===== src/rtl/addon_pkg.sv =====
package addon_pkg;
  localparam int ADDR_W = 5;
  localparam int DATA_W = 32;
  localparam int BYTES  = DATA_W / 8;
  localparam int HALF_W = DATA_W / 2;

  localparam logic [ADDR_W-1:0] FIFO_WADDR = 5'b01000;
  localparam logic [ADDR_W-1:0] STAT_WADDR = 5'b01001;

  localparam int STAT_OVF_BIT  = 0;
  localparam int STAT_UDF_BIT  = 1;
  localparam int STAT_A2H_LSB  = 8;
  localparam int STAT_H2A_LSB  = 16;

  typedef struct packed {
    logic udf;
    logic ovf;
  } sticky_t;
endpackage


===== src/rtl/addon_strobe_sync.sv =====
module addon_strobe_sync #(
  parameter int SYNC_STAGES = 2
) (
  input  logic clk,
  input  logic rst_n,
  input  logic strobe,
  output logic level,
  output logic lead,
  output logic trail
);
  logic [SYNC_STAGES-1:0] sync_q;
  logic                   prev_q;

  always_ff @(posedge clk or negedge rst_n) begin
    if (!rst_n) begin
      sync_q <= '0;
      prev_q <= 1'b0;
    end else begin
      sync_q <= {sync_q[SYNC_STAGES-2:0], strobe};
      prev_q <= sync_q[SYNC_STAGES-1];
    end
  end

  assign level = sync_q[SYNC_STAGES-1];
  assign lead  = level & ~prev_q;
  assign trail = ~level & prev_q;

  // one action per strobe assertion
  assert_single_lead_R10: assert property (@(posedge clk) disable iff (!rst_n)
    lead |=> !lead);
  assert_single_trail_R10: assert property (@(posedge clk) disable iff (!rst_n)
    trail |=> !trail);
endmodule


===== src/rtl/addon_fifo.sv =====
module addon_fifo #(
  parameter int WIDTH = 32,
  parameter int DEPTH = 8,
  localparam int AW = (DEPTH > 1) ? $clog2(DEPTH) : 1,
  localparam int CW = $clog2(DEPTH + 1)
) (
  input  logic             clk,
  input  logic             rst_n,
  input  logic             push,
  input  logic [WIDTH-1:0] wdata,
  input  logic             pop,
  output logic [WIDTH-1:0] rdata,
  output logic             full,
  output logic             empty,
  output logic [CW-1:0]    count
);
  localparam logic [AW-1:0] LAST_PTR = AW'(DEPTH - 1);
  localparam logic [CW-1:0] FULL_CNT = CW'(DEPTH);

  logic [WIDTH-1:0] mem_q [DEPTH];
  logic [AW-1:0]    wr_ptr_q, wr_ptr_d, rd_ptr_q, rd_ptr_d;
  logic [CW-1:0]    count_q, count_d;
  logic             do_push, do_pop;

  assign full    = (count_q == FULL_CNT);
  assign empty   = (count_q == '0);
  assign count   = count_q;
  assign do_push = push & ~full;
  assign do_pop  = pop & ~empty;
  assign rdata   = empty ? '0 : mem_q[rd_ptr_q];

  always_comb begin
    wr_ptr_d = wr_ptr_q;
    rd_ptr_d = rd_ptr_q;
    if (do_push) wr_ptr_d = (wr_ptr_q == LAST_PTR) ? '0 : wr_ptr_q + AW'(1);
    if (do_pop)  rd_ptr_d = (rd_ptr_q == LAST_PTR) ? '0 : rd_ptr_q + AW'(1);
    count_d = count_q + CW'(do_push) - CW'(do_pop);
  end

  always_ff @(posedge clk or negedge rst_n) begin
    if (!rst_n) begin
      wr_ptr_q <= '0;
      rd_ptr_q <= '0;
      count_q  <= '0;
    end else begin
      wr_ptr_q <= wr_ptr_d;
      rd_ptr_q <= rd_ptr_d;
      count_q  <= count_d;
    end
  end

  always_ff @(posedge clk) begin
    if (do_push) mem_q[wr_ptr_q] <= wdata;
  end

  assert_no_overflow_R9: assert property (@(posedge clk) disable iff (!rst_n)
    count_q <= FULL_CNT);
  assert_full_drop_R9: assert property (@(posedge clk) disable iff (!rst_n)
    (full && push && !pop) |=> (count_q == $past(count_q)));
  assert_empty_ignore_R9: assert property (@(posedge clk) disable iff (!rst_n)
    (empty && pop && !push) |=> empty);
endmodule


===== src/rtl/addon_regfile.sv =====
module addon_regfile #(
  parameter int NUM_REGS = 4,
  parameter int DATA_W   = 32,
  localparam int BYTES   = DATA_W / 8,
  localparam int IW      = (NUM_REGS > 1) ? $clog2(NUM_REGS) : 1
) (
  input  logic              clk,
  input  logic              rst_n,
  input  logic              wr_en,
  input  logic [IW-1:0]     wr_idx,
  input  logic [BYTES-1:0]  lane_en,
  input  logic [DATA_W-1:0] wr_data,
  input  logic [IW-1:0]     rd_idx,
  output logic [DATA_W-1:0] rd_data
);
  logic [DATA_W-1:0] regs_q [NUM_REGS];
  logic [DATA_W-1:0] regs_d [NUM_REGS];
  logic [NUM_REGS-1:0] reg_we;

  assign rd_data = regs_q[rd_idx];

  for (genvar r = 0; r < NUM_REGS; r++) begin : g_reg
    always_comb begin
      reg_we[r] = wr_en && (wr_idx == IW'(r));
      regs_d[r] = regs_q[r];
      for (int b = 0; b < BYTES; b++) begin
        if (lane_en[b]) regs_d[r][8*b +: 8] = wr_data[8*b +: 8];
      end
    end

    always_ff @(posedge clk or negedge rst_n) begin
      if (!rst_n)          regs_q[r] <= '0;
      else if (reg_we[r])  regs_q[r] <= regs_d[r];
    end

    assert_lane_hold_R3: assert property (@(posedge clk) disable iff (!rst_n)
      (reg_we[r] && !lane_en[0]) |=> (regs_q[r][7:0] == $past(regs_q[r][7:0])));
    assert_no_write_R2: assert property (@(posedge clk) disable iff (!rst_n)
      !wr_en |=> $stable(regs_q[r]));
  end
endmodule


===== src/rtl/addon_port.sv =====
module addon_port
  import addon_pkg::*;
#(
  parameter int FIFO_DEPTH  = 8,
  parameter int NUM_REGS    = 4,
  parameter int SYNC_STAGES = 2
) (
  input  logic        clk,
  input  logic        rst_n,
  input  logic        sel_n,
  input  logic        wr_n,
  input  logic        rd_n,
  input  logic [4:0]  adr,
  input  logic [3:0]  be_n,
  input  logic        mode16,
  input  logic [31:0] dq_in,
  output logic [31:0] dq_out,
  input  logic        fifo_wr_n,
  input  logic        fifo_rd_n,
  output logic        wr_full,
  output logic        rd_empty,
  input  logic        h2a_push,
  input  logic [31:0] h2a_wdata,
  input  logic        a2h_pop,
  output logic [31:0] a2h_rdata,
  output logic        a2h_avail
);
  localparam int IW = (NUM_REGS > 1) ? $clog2(NUM_REGS) : 1;
  localparam int CW = $clog2(FIFO_DEPTH + 1);
  localparam logic [ADDR_W-1:0] REG_LIMIT = ADDR_W'(NUM_REGS);

  // reset: asserted asynchronously, released on the clock
  logic [1:0] rst_sync_q;
  logic       irst_n;
  always_ff @(posedge clk or negedge rst_n) begin
    if (!rst_n) rst_sync_q <= '0;
    else        rst_sync_q <= {rst_sync_q[0], 1'b1};
  end
  assign irst_n = rst_sync_q[1];

  // raw strobe decode (active high)
  logic sel, reg_wr_raw, reg_rd_raw, dir_wr, dir_rd;
  logic fifo_wsel, fifo_rsel, reg_hit, stat_hit, half;
  assign sel        = ~sel_n;
  assign reg_wr_raw = sel & ~wr_n;
  assign reg_rd_raw = sel & ~rd_n;
  assign dir_wr     = ~fifo_wr_n;
  assign dir_rd     = ~fifo_rd_n;
  assign half       = mode16 & be_n[3];
  assign reg_hit    = (adr < REG_LIMIT);
  assign stat_hit   = (adr == STAT_WADDR);
  assign fifo_wsel  = dir_wr | (reg_wr_raw & (adr == FIFO_WADDR));
  assign fifo_rsel  = dir_rd | (reg_rd_raw & (adr == FIFO_WADDR));

  logic wr_level, wr_lead, wr_trail, rd_level, rd_lead, rd_trail;

  addon_strobe_sync #(.SYNC_STAGES(SYNC_STAGES)) u_wr_sync (
    .clk(clk), .rst_n(irst_n), .strobe(reg_wr_raw | dir_wr),
    .level(wr_level), .lead(wr_lead), .trail(wr_trail));

  addon_strobe_sync #(.SYNC_STAGES(SYNC_STAGES)) u_rd_sync (
    .clk(clk), .rst_n(irst_n), .strobe(reg_rd_raw | dir_rd),
    .level(rd_level), .lead(rd_lead), .trail(rd_trail));

  // lane enables and lane data for both widths
  logic [BYTES-1:0]  lane_en;
  logic [DATA_W-1:0] lane_data;
  always_comb begin
    for (int b = 0; b < BYTES; b++) begin
      if (mode16) lane_en[b] = ((b / 2) == int'(half)) && !be_n[b % 2];
      else        lane_en[b] = !be_n[b];
    end
    lane_data = mode16 ? {dq_in[HALF_W-1:0], dq_in[HALF_W-1:0]} : dq_in;
  end

  // write side next state
  logic              hold_en, push_a2h, reg_we;
  logic [HALF_W-1:0] hold_q;
  logic [DATA_W-1:0] push_data;
  logic [1:0]        clr_bits;
  always_comb begin
    hold_en   = 1'b0;
    push_a2h  = 1'b0;
    reg_we    = 1'b0;
    clr_bits  = 2'b00;
    push_data = mode16 ? {dq_in[HALF_W-1:0], hold_q} : dq_in;
    if (wr_lead) begin
      if (fifo_wsel) begin
        if (mode16 && !half) hold_en  = 1'b1;
        else                 push_a2h = 1'b1;
      end else if (reg_wr_raw && reg_hit) begin
        reg_we = 1'b1;
      end else if (reg_wr_raw && stat_hit && lane_en[0]) begin
        clr_bits = lane_data[1:0];
      end
    end
  end

  always_ff @(posedge clk or negedge irst_n) begin
    if (!irst_n)      hold_q <= '0;
    else if (hold_en) hold_q <= dq_in[HALF_W-1:0];
  end

  // read side: pop decided at the leading edge, performed at release
  logic pop_pend_q, pop_pend_d, pop_h2a;
  always_comb begin
    pop_pend_d = pop_pend_q;
    if (rd_lead)       pop_pend_d = fifo_rsel & (~mode16 | half);
    else if (rd_trail) pop_pend_d = 1'b0;
  end
  assign pop_h2a = rd_trail & pop_pend_q;

  always_ff @(posedge clk or negedge irst_n) begin
    if (!irst_n) pop_pend_q <= 1'b0;
    else         pop_pend_q <= pop_pend_d;
  end

  // FIFOs
  logic [DATA_W-1:0] h2a_head;
  logic              a2h_full, a2h_empty, h2a_full, h2a_empty;
  logic [CW-1:0]     a2h_cnt, h2a_cnt;

  addon_fifo #(.WIDTH(DATA_W), .DEPTH(FIFO_DEPTH)) u_a2h (
    .clk(clk), .rst_n(irst_n), .push(push_a2h), .wdata(push_data),
    .pop(a2h_pop), .rdata(a2h_rdata), .full(a2h_full), .empty(a2h_empty),
    .count(a2h_cnt));

  addon_fifo #(.WIDTH(DATA_W), .DEPTH(FIFO_DEPTH)) u_h2a (
    .clk(clk), .rst_n(irst_n), .push(h2a_push), .wdata(h2a_wdata),
    .pop(pop_h2a), .rdata(h2a_head), .full(h2a_full), .empty(h2a_empty),
    .count(h2a_cnt));

  // sticky errors: a set wins over a clear in the same cycle
  sticky_t sticky_q, sticky_d;
  always_comb begin
    sticky_d.ovf = (sticky_q.ovf & ~clr_bits[STAT_OVF_BIT]) | (push_a2h & a2h_full);
    sticky_d.udf = (sticky_q.udf & ~clr_bits[STAT_UDF_BIT]) | (pop_h2a & h2a_empty);
  end

  always_ff @(posedge clk or negedge irst_n) begin
    if (!irst_n) sticky_q <= '0;
    else         sticky_q <= sticky_d;
  end

  // register file
  logic [DATA_W-1:0] reg_rdata;
  addon_regfile #(.NUM_REGS(NUM_REGS), .DATA_W(DATA_W)) u_regs (
    .clk(clk), .rst_n(irst_n), .wr_en(reg_we), .wr_idx(adr[IW-1:0]),
    .lane_en(lane_en), .wr_data(lane_data), .rd_idx(adr[IW-1:0]),
    .rd_data(reg_rdata));

  // read mux, combinational while a read strobe is held
  logic [DATA_W-1:0] status_word, rd_word;
  always_comb begin
    status_word = '0;
    status_word[STAT_OVF_BIT] = sticky_q.ovf;
    status_word[STAT_UDF_BIT] = sticky_q.udf;
    status_word[STAT_A2H_LSB +: CW] = a2h_cnt;
    status_word[STAT_H2A_LSB +: CW] = h2a_cnt;

    if (fifo_rsel)                 rd_word = h2a_head;
    else if (reg_rd_raw && reg_hit)  rd_word = reg_rdata;
    else if (reg_rd_raw && stat_hit) rd_word = status_word;
    else                             rd_word = '0;

    if (mode16) dq_out = {{HALF_W{1'b0}}, half ? rd_word[DATA_W-1:HALF_W] : rd_word[HALF_W-1:0]};
    else        dq_out = rd_word;
  end

  assign wr_full   = a2h_full;
  assign rd_empty  = h2a_empty;
  assign a2h_avail = ~a2h_empty;

  assert_full_hold_R7: assert property (@(posedge clk) disable iff (!irst_n)
    (wr_full && !a2h_pop) |=> wr_full);
  assert_empty_hold_R7: assert property (@(posedge clk) disable iff (!irst_n)
    (rd_empty && !h2a_push) |=> rd_empty);
  assert_upper_zero_R4: assert property (@(posedge clk) disable iff (!irst_n)
    mode16 |-> (dq_out[31:16] == '0));
  assert_ovf_sticky_R9: assert property (@(posedge clk) disable iff (!irst_n)
    (sticky_q.ovf && !wr_lead) |=> sticky_q.ovf);
  assert_pop_once_R10: assert property (@(posedge clk) disable iff (!irst_n)
    pop_h2a |=> !pop_h2a);

  logic unused_ok;
  assign unused_ok = ^{wr_level, wr_trail, rd_level, h2a_full, be_n[2]};
endmodule


===== config.mk =====
export PLATFORM = sky130hd
export DESIGN_NAME = addon_port
export DESIGN_NICKNAME = d
export VERILOG_FILES = /design/src/rtl/addon_pkg.sv /design/src/rtl/addon_strobe_sync.sv /design/src/rtl/addon_fifo.sv /design/src/rtl/addon_regfile.sv /design/src/rtl/addon_port.sv
export SDC_FILE = /design/constraint.sdc
export NUM_CORES = 1
export LEC_CHECK = 0
export CORE_MARGIN = 2
export CORE_UTILIZATION = 54
export DETAILED_ROUTE_END_ITERATION = 7
export PLACE_DENSITY_LB_ADDON = 0.3
export SLEW_MARGIN = 10
export SYNTH_ARGS = -nofsm -noshare
export SYNTH_HDL_FRONTEND = slang
export SYNTH_SLANG_ARGS = --single-unit

===== constraint.sdc =====
create_clock -name clk -period 4.91 [get_ports clk]
set_clock_uncertainty 0.2 [all_clocks]
set_input_delay 0.982 -clock clk [delete_from_list [all_inputs] [get_ports clk]]
set_output_delay 0.982 -clock clk [all_outputs]
set_load 0.01 [all_outputs]

Word-level counts from Yosys, hierarchy flattened
Memories as Yosys holds them, arrays and structs flattened.
Index checks and enable logic that the tools add are counted.
{"block": "totals", "output_inout_bits": 67, "ram_bits": 512, "n_memories": 2, "ff_bits": 175}
{"block": "op_classes", "n_addsub": 8, "order_cmp": 2, "muxes": 39, "reduce_logical": 39, "eq_ne": 11, "bitwise": 42}
{"memory": "u_a2h.mem_q", "depth": 8, "word_bits": 32, "read_ports": 1, "rd_clocked_by_memory_dff": 0, "write_ports": 1, "line_no": "addon_fifo.sv:20", "source": "logic [WIDTH-1:0] mem_q [DEPTH];"}
{"memory": "u_h2a.mem_q", "depth": 8, "word_bits": 32, "read_ports": 1, "rd_clocked_by_memory_dff": 0, "write_ports": 1, "line_no": "addon_fifo.sv:20"}
{"cell": "$mux 32", "n": 9}
{"cell": "$bmux 32 s2", "n": 1}
{"cell": "$reduce_and 2->1", "n": 16}
{"cell": "$mux 20", "n": 1}
{"cell": "$mux 1", "n": 19}
{"cell": "$and 1x1->1", "n": 18}
{"cell": "$mux 16", "n": 1}
{"cell": "$not 1->1", "n": 16}
{"cell": "$logic_and 1x1->1", "n": 14}
{"cell": "$add 3x1->3 const B", "n": 4}
{"cell": "$eq 3x3->1 const B", "n": 4}
{"cell": "$mux 3", "n": 4}
{"cell": "$eq 5x4->1 const B", "n": 2}
{"cell": "$add 4x1->4", "n": 2}
{"cell": "$eq 4x4->1 const B", "n": 2}
{"cell": "$logic_not 4->1", "n": 2}
{"cell": "$mux 2", "n": 4}
{"cell": "$sub 4x1->4", "n": 2}
{"cell": "$or 1x1->1", "n": 7}
{"cell": "$logic_not 1->1", "n": 5}
{"cell": "$lt 5x3->1 const B", "n": 1}
{"cell": "$eq 2x2->1 const B", "n": 2}
{"cell": "$ge 3x3->1 const B", "n": 1}
{"cell": "$not 2->3", "n": 1}
{"cell": "3 further kinds", "n": 3}

Longest topological paths before layout
{"block": "logic_depth", "ltp_word": 12, "mapped_depth": 13, "mapped_depth_nobuf": 12}

Hierarchy
A second synthesis with hierarchy kept.
{"block": "unflattened", "cells_unflattened": 1432, "area_unflattened_um2": 28508.6}
{"module": "addon_fifo at u_a2h", "instances": 1, "cells_each": 435, "seq_area_each_um2": 7937.6, "area_each_um2": 10198.5}
{"module": "addon_fifo at u_h2a", "instances": 1, "cells_each": 434, "seq_area_each_um2": 7937.6, "area_each_um2": 10193.5}
{"module": "addon_regfile", "instances": 1, "cells_each": 319, "seq_area_each_um2": 3203.1, "area_each_um2": 5808.1}
{"module": "addon_port", "instances": 1, "cells_each": 234, "seq_area_each_um2": 525.5, "area_each_um2": 2128.3}
{"module": "addon_strobe_sync", "instances": 2, "cells_each": 5, "seq_area_each_um2": 75.1, "area_each_um2": 90.1}

Worst setup path after synthesis
No wires, ideal clock.
{"block": "synth_path", "kind": "input-to-reg", "startpoint": "in adr[0]", "endpoint": "mem u_a2h.mem_q[2][0] (enable)", "required_ns": 4.197, "cell_stages": 6, "arrival_ns": 5.312, "slack_ns": -1.115, "cell_sequence": "buf_2 > nor2_1 > nand3_1 > a21oi_2 > nand2_1 > nor4b_1"}
{"block": "synth_via", "elab_chain_len": 8}
{"element": "start, declared", "line_no": "addon_port.sv:13", "source": "input logic [4:0] adr,"}
{"element": "$eq 5x4->1", "line_no": "addon_port.sv:52", "source": "assign fifo_wsel = dir_wr | (reg_wr_raw & (adr == FIFO_WADDR));"}
{"element": "$and 1x1->1", "line_no": "addon_port.sv:52"}
{"element": "$or 1x1->1", "line_no": "addon_port.sv:52"}
{"element": "$mux 1", "line_no": "addon_port.sv:88", "source": "if (fifo_wsel) begin"}
{"element": "$mux 1", "line_no": "addon_port.sv:87", "source": "if (wr_lead) begin"}
{"element": "$and 1x1->1", "line_no": "addon_fifo.sv:28", "source": "assign do_push = push & ~full;"}
{"element": "$mux 1", "line_no": "addon_fifo.sv:53", "source": "if (do_push) mem_q[wr_ptr_q] <= wdata;"}
{"element": "$mux 1 (not written as such)", "line_no": "addon_fifo.sv:53"}
{"element": "end, declared", "line_no": "addon_fifo.sv:20"}
No other way between the ends.

Worst setup path in the final report
{"block": "layout_path", "startpoint": "in adr[3]", "endpoint": "out dq_out[3]"}
{"block": "layout_via", "elab_chain_len": 7, "elab_cells_between_ends": 12}
{"element": "parallel branches: the longest is 4 deep, another holds $lt 5x3->1"}
{"element": "$mux 32 *", "line_no": "addon_port.sv:161", "source": "if (fifo_rsel) rd_word = h2a_head;"}
{"element": "$mux 16", "line_no": "addon_port.sv:166", "source": "if (mode16) dq_out = {{HALF_W{1'b0}}, half ? rd_word[DATA_W-1:HALF_W] : rd_word[HALF_W-1:0]};"}
{"element": "$mux 32 *", "line_no": "addon_port.sv:166"}
{"element": "end, declared", "line_no": "addon_port.sv:17", "source": "output logic [31:0] dq_out,"}
Every way passes the cells marked *.

==> results.py <==
metrics = {
    "clock_network": {
        "cts_buffers": 70,
        "cts-root-buf": "clkbuf_16",
        "post_cts_buffers": 0,
        "cts_sinks": 687,
        "clkTransAtPathRegs_ps": 60,
        "clock_latency_ps": 600,
        "clockBufferDepth": 3,
        "cts_resized": 0,
        "cts_tree": "yes",
        "cts.hold.buffers_added": 0,
        "h-tree-depth": 3,
    },
    "timing": {
        "setup_tns_ps": 0,
        "final.period_utilization_pct": 95.9,
        "final_max_slew_viol_count": 0,
        "slew_headroom_pct": 41.2,
        "worst_pin_slew_ps": 882,
        "hold_ws_ps": 110,
        "hold_viol_final": 0,
        "rsz0062_at_grt": "no",
        "fmax_ghz": 0.212,
        "final.min_clock_period_ps": 4710,
        "setup_viol": 0,
    },
    "route": {
        "drt_iter0_markers": 1310,
        "routed_wl_um": 64700,
        "drc": 0,
        "first_pass_iters": 5,
        "antenna_left": 0,
        "viasPerCell": 6.12,
        "wl_per_cell_um": 26.1,
        "vias": 15200,
    },
    "setup_path": {
        "worstSetupEndpointType": "output pin",
        "cp_common_cell": "clkdlybuf4s50_1",
        "crit_start": "adr[3]",
        "path_buf_inv": 3,
        "slowest_stage": "clkdlybuf4s50_1",
        "required_ps": 3730,
        "path_delay_family": "buffers and inverters",
        "start_kind": "primary input",
        "r2r_start": "u_a2h.count[2]$_DFF_PN0_",
        "cp_cell_sequence": "clkdlybuf4s50_1, nor3b_1, buf_4, and2_1, a22o_1, nand2_1, o211ai_1, clkdlybuf4s50_1",
        "r2r_cells": 12,
        "crit_fanout": 7,
        "worstSetupPathType": "primary input to output pin",
        "arrival_ps": 3530,
        "slowest_delay_ps": 580,
        "r2r_setup_slack_ps": 1510,
        "reg2reg_to": "u_a2h.count[2]$_DFF_PN0_",
    },
    "global_route": {
        "grt_pass1_vias": 15700,
        "grt_usage_pct": 24.5,
        "grt_antenna_before_repair": 1,
        "grt_overflow_total": 0,
        "grt_max_degree": 72,
        "grt_pass1_wl_um": 97600,
    },
    "run": {
        "cap_violations": 0,
    },
    "placement": {
        "dp.final_hpwl_um": 41100,
        "portBuffers": 149,
        "globalplace.congestion": 0.832,
    },
    "yosys": {
        "synth_edf_count": 512,
        "syn_area_per_cell_um2": 18.5,
        "syn_inst": 1542,
        "syn_nets": 1649,
        "synthFlopType": "edfxtp_1",
        "yosysUniqueCellTypes": 55,
        "yosysSeqAreaShare_pct": 69.3,
        "yosys_warnings": 0,
        "syn-cell-area_um2": 28500,
        "synthArstFlopShare_pct": 25.5,
        "ys_ff_latch": 687,
    },
    "layout": {
        "drive_gt1_share_pct": 30.2,
        "nets": 1842,
        "insertedDiodeCount": 0,
        "area_growth_pct": 17.5,
    },
    "floorplanning": {
        "die_x_um": 234,
        "ios": 150,
        "start_util_pct": 54.5,
        "die_area_um2": 54600,
        "core_area_um2": 52300,
        "die_h_um": 234,
        "fp-row-count": 84,
    },
    "power": {
        "p_leak_nw": 12.1,
        "power.density_nw_per_um2": 505,
        "irDropWorstVdd_mv": 0.368,
    },
    "worst_hold_path": {
        "hold_path_class": "register to async pin",
    },
    "status": {
        "status": "finished clean",
    },
}
-- state kept, by name, summed over array words and instances, names as in the netlist, 3 cells and up --
register,flops
u_h2a.wr_ptr_q,3
u_h2a.count,4
hold_q,16
u_h2a.rd_ptr_q,3
u_a2h.wr_ptr_q,3
u_a2h.rd_ptr_q,3
u_h2a.mem_q,256
u_a2h.count,4
u_regs.regs_q,128
u_a2h.mem_q,256
-- kinds of logic (layout without fill, tap and decap cells) --
kind of cell	count (synthesis)	in the layout	synth area share, %
and+or+nand+nor	225	225	3.77
other	1	1	0.0132
muxes	388	388	21.7
xor gates and xnor gates	4	4	0.123
DFF	687	687	69.3
buffers and inverters	112	361	1.69
adders and majority gates	24	24	1.11
AOI/OAI and AO/OA	101	101	2.32
-- placed cells by master, fill, tap and decap left out, types with 30 or more instances in the layout --
master / count
a21oi_1: 33
buf_4: 37
clkbuf_16: 74
clkdlybuf4s50_1: 146
dfrtp_1: 168
edfxtp_1: 512
inv_1: 30
mux2_2: 177
mux2i_1: 45
mux4_2: 166
nand2_1: 70
nor2_1: 76
-- cells in the mapped netlist, types with 15 or more instances --
library cell  count  area (µm²)
mux2i_1          45         450
nor2_1           84         315
edfxtp_1        512       15400
ha_1             22         275
inv_1            30         113
mux2_2          177        1990
nand2_1          70         263
buf_2            33         165
nand3_1          15        75.1
a22oi_1          22         165
dfrtp_1         175        4380
mux4_2          166        3740
clkbuf_1         28         105
a21oi_1          33         165
-- where the power goes --
part           total (mW)  switching [mW]  internal [mW]
Clock                5.18            2.16           3.02
Sequential           7.38           0.521           6.85
Combinational        4.37            2.03           2.34
Total                16.9            4.72           12.2
-- through the flow --
step	setup slack [ps]	util, %	area [µm²]	instances	power [mW]
after CTS	207	64.0	33500	2479	17.1
after global routing	92.4	64.0	33500	2479	17.7
after detailed placement	236	59.7	31300	2351	11.9
final	202	64.0	33500	2479	16.9
after global placement	260	59.7	31300	2351	11.8
after floorplan	36.5	-	28500	1542	10.1
-- cell type report --
class | count | area [µm²]
flip-flops and latches | 687 | 19800
fillers | 3554 | 18900
multi-input cells | 743 | 8430
repair buffers | 202 | 2070
clock buffers | 98 | 1960
well taps | 688 | 861
clock inverters | 30 | 277
inverters | 31 | 116
-- worst max path at each step --
stage / end / cells past startpoint
global placement: dq_out[16] / 9
CTS: dq_out[3] / 8
detailed placement: dq_out[17] / 9
finish: dq_out[3] / 8
floorplan: u_a2h.mem_q[6][0]$_DFFE_PP_ / 6
global route: dq_out[3] / 8
-- worst reg2reg max path: stages, from the launching register on --
cell,delay [ps]
dfrtp_1,400
inv_1,130
ha_1,160
and2_1,700
inv_1,150
nand2_1,230
inv_1,160
ha_1,300
inv_1,70
ha_1,160
inv_1,70
fa_1,400
xnor2_1,140
-- layer usage --
| metal | wire (µm) | global-route usage (%) | up-vias |
|---|---|---|---|
| li1 | - | - | 6481 |
| met1 | 26300 | 33.0 | 8014 |
| met2 | 32700 | 40.9 | 561 |
| met3 | 4100 | 4.51 | 115 |
| met4 | 1660 | 8.19 | 2 |
| met5 | 16 | 0 | - |
Note: power is estimated with default switching activity, not from simulation.
